--- src/rtl/bus_req_pkg.sv ---
package bus_req_pkg;

    localparam int REQ_W    = 6;
    localparam int KIND_MSB = 2;
    localparam int KIND_LSB = 1;
    localparam int SIZE_MSB = 4;
    localparam int SIZE_LSB = 3;

    typedef enum logic {
        PH_IDLE   = 1'b0,
        PH_SECOND = 1'b1
    } phase_e;

    typedef struct packed {
        logic       valid;
        logic [1:0] size;
    } asz_t;

    // Size field applies only when the request kind marks a memory access.
    function automatic asz_t decode_asz(input logic [REQ_W-1:0] req_l);
        asz_t r;
        r.valid = (req_l[KIND_MSB:KIND_LSB] != 2'b00);
        r.size  = r.valid ? req_l[SIZE_MSB:SIZE_LSB] : 2'b00;
        return r;
    endfunction

endpackage

--- src/rtl/brq_parity_check.sv ---
module brq_parity_check #(
    parameter int ADDR_W = 47,
    parameter int LO_W   = 24
) (
    input  logic [ADDR_W-1:0] addr_n,
    input  logic [1:0]        ap_n,
    output logic [1:0]        fail
);
    localparam int HI_W = ADDR_W - LO_W;

    for (genvar s = 0; s < 2; s++) begin : g_slice
        localparam int W   = (s == 0) ? LO_W : HI_W;
        localparam int LSB = (s == 0) ? 0 : LO_W;
        logic [W-1:0] pins;
        logic         odd_low;
        assign pins    = addr_n[LSB +: W];
        // Low pins are logical ones; odd count of them needs a low parity pin.
        assign odd_low = ^(~pins);
        assign fail[s] = (ap_n[s] == odd_low);
    end

endmodule

--- src/rtl/brq_phase_seq.sv ---
module brq_phase_seq
    import bus_req_pkg::*;
(
    input  logic clk,
    input  logic rst,
    input  logic bus_reset_n,
    input  logic ads_n,
    output logic take_first,
    output logic take_second
);
    phase_e phase_q;

    assign take_first  = (phase_q == PH_IDLE) && !ads_n && bus_reset_n;
    assign take_second = (phase_q == PH_SECOND) && bus_reset_n;

    always_ff @(posedge clk) begin
        if (rst || !bus_reset_n) begin
            phase_q <= PH_IDLE;
        end else if (take_first) begin
            phase_q <= PH_SECOND;
        end else begin
            phase_q <= PH_IDLE;
        end
    end

endmodule

--- src/rtl/brq_cfg_sampler.sv ---
module brq_cfg_sampler #(
    parameter int ADDR_W = 47
) (
    input  logic              clk,
    input  logic              rst,
    input  logic              bus_reset_n,
    input  logic [ADDR_W-1:0] addr_n,
    output logic [ADDR_W-1:0] cfg_word
);
    logic was_high_q;

    always_ff @(posedge clk) begin
        if (rst) begin
            was_high_q <= 1'b0;
            cfg_word   <= '0;
        end else begin
            was_high_q <= bus_reset_n;
            if (bus_reset_n && !was_high_q) begin
                cfg_word <= ~addr_n;
            end
        end
    end

endmodule

--- src/rtl/brq_capture.sv ---
module brq_capture
    import bus_req_pkg::*;
#(
    parameter int ADDR_W = 47,
    parameter int LO_W   = 24
) (
    input  logic              clk,
    input  logic              rst,
    input  logic              bus_reset_n,
    input  logic              ads_n,
    input  logic [ADDR_W-1:0] addr_n,
    input  logic [REQ_W-1:0]  req_n,
    input  logic [1:0]        ap_n,
    input  logic              rp_n,
    output logic [ADDR_W-1:0] req_addr,
    output logic [ADDR_W-1:0] req_ext,
    output logic [REQ_W-1:0]  req_type,
    output logic              req_rp,
    output logic [1:0]        asz,
    output logic              asz_valid,
    output logic [1:0]        par_fail,
    output logic              par_err,
    output logic              req_valid,
    output logic [ADDR_W-1:0] cfg_word
);
    logic       take_first;
    logic       take_second;
    logic [1:0] slice_fail;
    asz_t       asz_dec;

    brq_phase_seq u_seq (
        .clk         (clk),
        .rst         (rst),
        .bus_reset_n (bus_reset_n),
        .ads_n       (ads_n),
        .take_first  (take_first),
        .take_second (take_second)
    );

    brq_parity_check #(.ADDR_W(ADDR_W), .LO_W(LO_W)) u_par (
        .addr_n (addr_n),
        .ap_n   (ap_n),
        .fail   (slice_fail)
    );

    brq_cfg_sampler #(.ADDR_W(ADDR_W)) u_cfg (
        .clk         (clk),
        .rst         (rst),
        .bus_reset_n (bus_reset_n),
        .addr_n      (addr_n),
        .cfg_word    (cfg_word)
    );

    assign asz_dec = decode_asz(~req_n);

    always_ff @(posedge clk) begin
        if (rst) begin
            req_addr  <= '0;
            req_ext   <= '0;
            req_type  <= '0;
            req_rp    <= 1'b0;
            asz       <= 2'b00;
            asz_valid <= 1'b0;
            par_fail  <= 2'b00;
            par_err   <= 1'b0;
            req_valid <= 1'b0;
        end else begin
            par_err   <= take_first && (slice_fail != 2'b00);
            req_valid <= take_second;
            if (take_first) begin
                req_addr  <= ~addr_n;
                req_type  <= ~req_n;
                req_rp    <= ~rp_n;
                asz       <= asz_dec.size;
                asz_valid <= asz_dec.valid;
                par_fail  <= slice_fail;
            end
            if (take_second) begin
                req_ext <= ~addr_n;
            end
        end
    end

endmodule

--- config.mk ---
export PLATFORM = sky130hd
export DESIGN_NAME = brq_capture
export DESIGN_NICKNAME = d
export VERILOG_FILES = /design/src/rtl/bus_req_pkg.sv /design/src/rtl/brq_parity_check.sv /design/src/rtl/brq_phase_seq.sv /design/src/rtl/brq_cfg_sampler.sv /design/src/rtl/brq_capture.sv
export SDC_FILE = /design/constraint.sdc
export NUM_CORES = 1
export LEC_CHECK = 0
export BUFFER_PORTS_ARGS = -buffer_cell sky130_fd_sc_hd__buf_2
export CAP_MARGIN = 20
export CORE_MARGIN = 1
export CORE_UTILIZATION = 52
export CTS_CLUSTER_DIAMETER = 40
export DETAILED_ROUTE_END_ITERATION = 8
export PLACE_DENSITY = 0.81
export SLEW_MARGIN = 20
export SYNTH_ARGS = -nofsm -noshare
export SYNTH_HDL_FRONTEND = slang
export SYNTH_SLANG_ARGS = --single-unit
export TNS_END_PERCENT = 10
--- constraint.sdc ---
create_clock -name clk -period 3.8 [get_ports clk]
set_clock_uncertainty 0.05 [all_clocks]
set_input_delay 0.19 -clock clk [delete_from_list [all_inputs] [get_ports clk]]
set_output_delay 0.19 -clock clk [all_outputs]
set_load 0.01 [all_outputs]
==> metrics.md, run 1 <==
| Metric | Value |
|---|---|
| Status | `finished, final reports clean` |
| Pre-antenna DRT Iters | `4` |
| Final hold vios | `0` |
| Worst path buffer plus inverter count | `3` |
| Fin nets | `slightly below 900` |
| P&R area growth vs syn | `41.09%` |
| Met2 Use GR | `between 40% and 50%` |
| Hold Crit Depth | `4` |
| Slew Limit Fails | `0` |
| Met3 usage | `7.297%` |
| Clock-pin slew on the worst setup and hold paths | `roughly 0.060 ns` |
| Cell Chain, Critical Path | `dlygate4sd3_1, buf_2, nor2b_4, buf_4, nor2_1, a211oi_1` |
| Fin area | `approximately 8000 sq um` |
| Number of I/O port buffers | `between 200 and 250` |
| Worst VDD drop | `between 0.2 and 0.3 mV` |
| Unrepaired setup endpoints after global routing | `false` |
| Die Wd | `between 100 and 150 microns` |
| Final worst slack | `around 1.6 ns` |
| CTS tree | `yes` |
| Final worst-path cycle share | `roughly three fifths` |
| Post-Syn Area | `5567 sq um` |
| Die ar. | `~11000 sq um` |
| Reg2Reg Depth | `4` |
| WL/cell | `approximately 15 microns` |
| Initial antenna violation count | `0` |
| Vias in the first global route | `around 4.7k` |
| Lkg Pwr | `around 0.0034 uW` |
| Type of the most critical hold path | `in2reg` |
| Initial Util | `53.68%` |
| Clock insertion delay at the later pin of the skew report | `about 0.51 ns` |
| Rel. slew slack | `between 30 and 40%` |
| Gr usage total | `about a quarter` |
| Sum Neg Setup Slack | `0 ns` |
| Tightest Pin Transition | `about 1.0 ns` |
| Final GP Congestion | `approximately 0.77` |
| Core area | `10370 sq um` |
| Syn_area_per_cell | `9.783 sq um` |
| Worst path top cell family by delay | `buffers and inverters` |
| Sequential share of the synthesized area | `a little under three fifths` |
| Library cells used by synthesis | `17` |
| CP endpoint kind | `flip-flop` |
| Congestion Overflow GR | `0` |
| Finish-stage setup viols | `0` |
| Maximum root-to-sink buffer count | `2` |
| Gate Count Post-Synth | `about 570` |
| Post-Route WL | `between 10000 and 15000 microns` |
| Pre-CTS setup slack | `roughly 1.6 ns` |
| H-tree depth | `4` |
| Top FF cell, synth | `dfxtp_1` |
| Crit-path slowest cell | `nor2b_4` |
| Fraction of layout cells with a size suffix above 1 | `a little over 30%` |
| #FFs+latches synth | `between 150 and 200` |
| Post-Syn Nets | `629` |
| Fmax | `roughly 450 MHz` |
| Critical Path AT | `2.59 ns` |
| Synth top area share | `56.46%` |
| Root Driver | `clkbuf_8` |
| Max Cap Viol | `0` |
| Top cells by count, synth | `dfxtp_1, nor2_1, a211oi_1` |
| Synth top area cells | `dfxtp_1, a211oi_1, nor2_1, xnor2_1, clkbuf_1` |
| HPWL Detailed | `~9400 microns` |
| Largest net degree at the start of global routing | `between 100 and 150` |
| IO Count | `approximately 220` |
| EDFF count, synth | `0` |
| CP Data Required Time | `4.16 ns` |
| Die H | `105.5 microns` |
| First-pass GRT wire length | `23270 microns` |
| Placed Area | `roughly 6700 sq um` |
| Antenna Nets Post-Route | `0` |
| Critical Path Stages | `6` |
| Worst setup SP type | `input port` |
| Crit-path max FO | `48` |
| Met1 usage | `between 30% and 40%` |
| DRC viols | `0` |
| P per Cell Area | `534.3 nW/um^2` |
| Via/cell ratio | `5.241` |
| Crit path kind | `in2reg` |
| Routed vias | `between 5k and 6k` |
| Min cycle time layout | `about 2.2 ns` |
| Gr busiest metal | `met2` |
| Iter 0 DRT Violations | `~220` |
| CTS resizes | `0` |
| FILL cells | `between 700 and 800` |
| Most frequent cell after synthesis | `dfxtp_1` |
| Total CTS buffers | `17` |
| Synth Warn # | `0` |
| CP max stage delay | `~0.82 ns` |
| Diode count | `0` |
| Synth async-reset ratio | `0%` |
| Clock sinks | `around 160` |
| Library cell with the largest summed area after synthesis | `dfxtp_1` |
| Reg2reg setup slack | `1.64 ns` |
| Row count | `37` |
==> state kept, by name, indices dropped and copies added (netlist names) <==
name,cells
req_addr,47
req_ext,47
u_cfg.cfg_word,47
req_type,6
asz,2
par_fail,2
asz_valid,1
par_err,1
req_rp,1
req_valid,1
u_cfg.was_high_q,1
u_seq.phase_q,1
==> tightest hold or removal path, delay by kind of cell <==
kind          cells  cell delay [ns]
simple gates      3             0.28
buf+inv           1             0.10
==> repair_timing <==
item	in CTS	in global routing
setup buffers	0	0
hold buffers	55	0
endpoints found under the hold margin	152	0
==> power by group <==
part	internal [uW]	switching [uW]
clock network	1130	638
registers	1750	51.1
logic	296	333
==> final timing paths <==
| kind | to | start |
|---|---|---|
| hold reg to reg | u_cfg.cfg_word[24] | u_cfg.cfg_word[24] |
| setup reg to reg | u_cfg.cfg_word[45] | u_cfg.was_high_q |
| setup / recovery | u_cfg.cfg_word[45] | bus_reset_n |
| hold / removal | u_seq.phase_q | ads_n |
==> metrics by stage <==
stage / std cells / util [%] / power, uW / hold WS [ns]
finish: 960 / 75.74 / 4196 / 0.07234
global route: 960 / 75.74 / 4369 / 0.1095
CTS: 959 / 75.54 / 4218 / 0.05206
detailed placement: 873 / 64.27 / 2416 / 0.3263
global placement: 873 / 64.27 / 2397 / 0.3208
floorplan: 569 / - / 2190 / 0.2357
==> cell type report <==
cell class / instances / area, sq um / area share, %
well taps: 136 / 170.2 / 2.167
clock buffers: 20 / 425.4 / 5.417
multi-input cells: 361 / 2241 / 28.53
repair buffers: 275 / 1682 / 21.41
flip-flops and latches: 157 / 3143 / 40.02
clock inverters: 11 / 192.7 / 2.453
==> logic make-up (layout without fill, tap and decap cells) <==
| family | Yosys count | in the layout | synth area share (%) |
|---|---|---|---|
| and+or+nand+nor | 161 | 161 | 11.08 |
| buffers and inverters | 51 | 306 | 3.506 |
| AOI/OAI and AO/OA | 156 | 156 | 21.15 |
| DFF | 157 | 157 | 56.46 |
| xor gates and xnor gates | 44 | 44 | 7.799 |
==> routing by layer <==
metal | routed length [microns] | up-vias | share of wire [%]
li1 | - | 2491 | -
met2 | 7044 | 191 | 49
met5 | 0 | - | 0
met4 | 156 | 0 | 1.1
met1 | 6190 | 2332 | 43
met3 | 1061 | 17 | 7.3
==> cells in the final DEF (no fill, tap or decap), drive strengths merged <==
master and n:
buf 220, dfxtp 157, nor2 155, a211oi 152, dlygate4sd3 55, xnor2 36
clkbuf 20, xor2 5, bufinv 5, clkinv 4, xnor3 3, and2 3
a21oi 2, clkinvlp 2, nor2b 2, nand2 1, a311oi 1, a21boi 1
No activity file was read; power rests on OpenSTA's default activity.
==> run 2: changes to the inputs <==
- CORE_UTILIZATION: 52 -> 44
- PLACE_DENSITY: 0.81 -> 0.73
- clock period: 3.8 -> 1.8 ns (I/O delays scaled with it)
==> run 2 against run 1 <==
Compared with the run above: setup slack got worse by 1.5 ns; count of clock-buffer cells in the layout increased by 3; largest cell class unchanged; flip-flop and latch count unchanged; utilization decreased by 10 points; wire length increased by 6.6%; critical path type unchanged; global-route usage decreased by 2.4 points; non-clock buffer count increased by 3.
==> metrics.md, run 2 (synthesis gave the netlist of run 1 again) <==
| Metric | Value |
|---|---|
| Status | `finished, final reports clean` |
| Crit-path max FO | `4 (-92%)` |
| Antenna Nets Post-Route | `0 (unchanged)` |
| Clock insertion delay at the later pin of the skew report | `0.42 ns (-0.09 ns)` |
| Lkg Pwr | `0.003437 uW (+1.1%)` |
| Final Non-Filler Cells | `996 (+3.8%)` |
| WL/cell | `15.46 microns (+2.7%)` |
| Congestion Overflow GR | `0 (unchanged)` |
| Routed vias | `5054 (+0.46%)` |
| H-tree depth | `4 (unchanged)` |
| P&R area growth vs syn | `43.54%` |
| Die ar. | `13110 sq um (+18%)` |
| Slew Limit Fails | `0 (unchanged)` |
| Gr usage total | `23.92% (-2.4 points)` |
| Min cycle time layout | `around 1.7 ns` |
| Pre-antenna DRT Iters | `4 (unchanged)` |
| Biggest regs | `req_addr: 47 flops, req_ext: 47 flops, u_cfg.cfg_word: 47 flops` |
| DRC viols | `0 (unchanged)` |
| Row count | `40 (+8.1%)` |
| Commonest non-fill, non-tap cell in the layout | `buf_2` |
| Initial antenna violation count | `0 (unchanged)` |
| Reg2reg setup slack | `0.30 ns (-1.34 ns)` |
| Root Driver | `clkbuf_16` |
| Tightest Pin Transition | `0.5308 ns (-0.4680 ns)` |
| Hold Worst Slack | `0.09460 ns (+0.02226 ns)` |
| Iter 0 DRT Violations | `211 (-5.0%)` |
| Die Wd | `114.5 microns (+8.5%)` |
| Reg2reg start | `u_seq.phase_q` |
| Maximum root-to-sink buffer count | `2 (unchanged)` |
| Rel. slew slack | `64.61% (+31 points)` |
| P per Cell Area | `1099 nW/um^2 (+110%)` |
| Clock-pin slew on the worst setup and hold paths | `0.06 ns (about the same)` |
| Number of I/O port buffers | `214 (unchanged)` |
| Final worst-path cycle share | `between 90% and 100%` |
| FILL cells | `996 (+41%)` |
| Final hold vios | `0 (unchanged)` |
| IO Count | `215 (unchanged)` |
| Clock sinks | `157 (unchanged)` |
| Vias in the first global route | `4851 (+3.6%)` |
| Unrepaired setup endpoints after global routing | `false` |
| Worst setup SP type | `input port` |
| Post-Route WL | `15400 microns (+6.6%)` |
| # Post-CTS Setup Buffers | `0 (unchanged)` |
| Fraction of layout cells with a size suffix above 1 | `31.40% (+0.58 points)` |
| Reg-to-reg endpoint | `req_addr[26]` |
| Diode count | `0 (unchanged)` |
| Sum Neg Setup Slack | `0 ns (unchanged)` |
| Fin nets | `875 (+0.34%)` |
| Die H | `114.5 microns (+8.5%)` |
| CP startpoint | `addr_n[8]` |
| Type of the most critical hold path | `in2reg` |
| Fmax | `between 500 and 600 MHz` |
| CTS tree | `yes` |
| Finish-stage setup viols | `0 (unchanged)` |
| Worst VDD drop | `0.6019 mV (+100%)` |
| Final GP Congestion | `0.7480 (-2.8%)` |
| Critical Path AT | `2.03 ns (-0.56 ns)` |
| CP Data Required Time | `2.10 ns (-2.06 ns)` |
| Most frequent cells in the layout | `buf_2, dfxtp_1, nor2_1` |
| Initial Util | `45.77% (-7.9 points)` |
| Max Cap Viol | `0 (unchanged)` |
| Dpl cells | `908 (+4.0%)` |
| Total CTS buffers | `17 (unchanged)` |
| Crit path kind | `in2reg` |
| First-pass GRT wire length | `24260 microns (+4.2%)` |
| Reg2Reg Depth | `5 (+1)` |
| Largest net degree at the start of global routing | `95 (-17%)` |
| Via/cell ratio | `5.074 (-3.2%)` |
| Core area | `12160 sq um (+17%)` |
| CP endpoint kind | `flip-flop` |
| HPWL Detailed | `10040 microns (+7.1%)` |
| Critical Path End | `par_fail[0]` |
run 2: changes by cell type in the layout (fill, tap and decap cells not counted):
cell           change
buf_12             +6
buf_4              -4
bufinv_16          -3
clkbuf_1           -2
clkbuf_16          +1
clkbuf_8           +4
clkinv_4           -1
clkinvlp_4         +2
dlygate4sd3_1      +1
xnor2_1            -1
xnor2_2            +1
run 2: area by class of cell:
class / count / area [sq um] / share of cell area [%]
clock inverters: 9 / 108.9 / 1.362
well taps: 168 / 210.2 / 2.631
flip-flops and latches: 157 / 3143 / 39.34
clock buffers: 23 / 498.0 / 6.232
multi-input cells: 361 / 2248 / 28.14
repair buffers: 278 / 1782 / 22.30
run 2: power breakdown:
group	total, uW	internal, uW	switching (uW)	leakage [uW]
logic	1360	642	717	0.00186
clock network	3630	2220	1400	0.000287
registers	3800	3690	108	0.00129
run 2: worst max-delay path: stages:
cell and delay [ns]:
dlygate4sd3_1 0.53, buf_2 0.15, xor2_1 0.19, xnor2_1 0.14, xnor3_1 0.43, xnor3_1 0.25, a211oi_2 0.23
run 2: worst min path at each step:
stage                     depth (start not counted)     endpoint      start
after floorplan                                   1  req_addr[0]  addr_n[0]
after global placement                            2  req_type[0]   req_n[0]
after detailed placement                          2  req_type[0]   req_n[0]
after CTS                                         2       asz[1]        rst
after global routing                              2       asz[1]        rst
final                                             2       asz[1]        rst
run 2: timing repair:
action,in CTS,in global routing
hold endpoints to repair,153,0
resized for setup,0,1
hold buffers,56,0
endpoints found under the setup margin,0,2
run 2: metrics by stage:
stage               instance area (sq um)  power [uW]  setup WS, ns  utilization [%]
floorplan                            5567        4623        0.2352                -
global placement                     6815        5101        0.1473            56.04
detailed placement                   6815        5137        0.1101            56.04
CTS                                  7983        8859       0.01596            65.64
global route                         7990        9149      0.004169            65.70
finish                               7990        8785       0.06764            65.70
run 2: metal layers:
metal  GRT usage, %  part of all wire, %
met1          27.92                   42
met2          40.73                   48
met3          7.570                  7.4
met4          9.610                  1.8
met5              0                    0
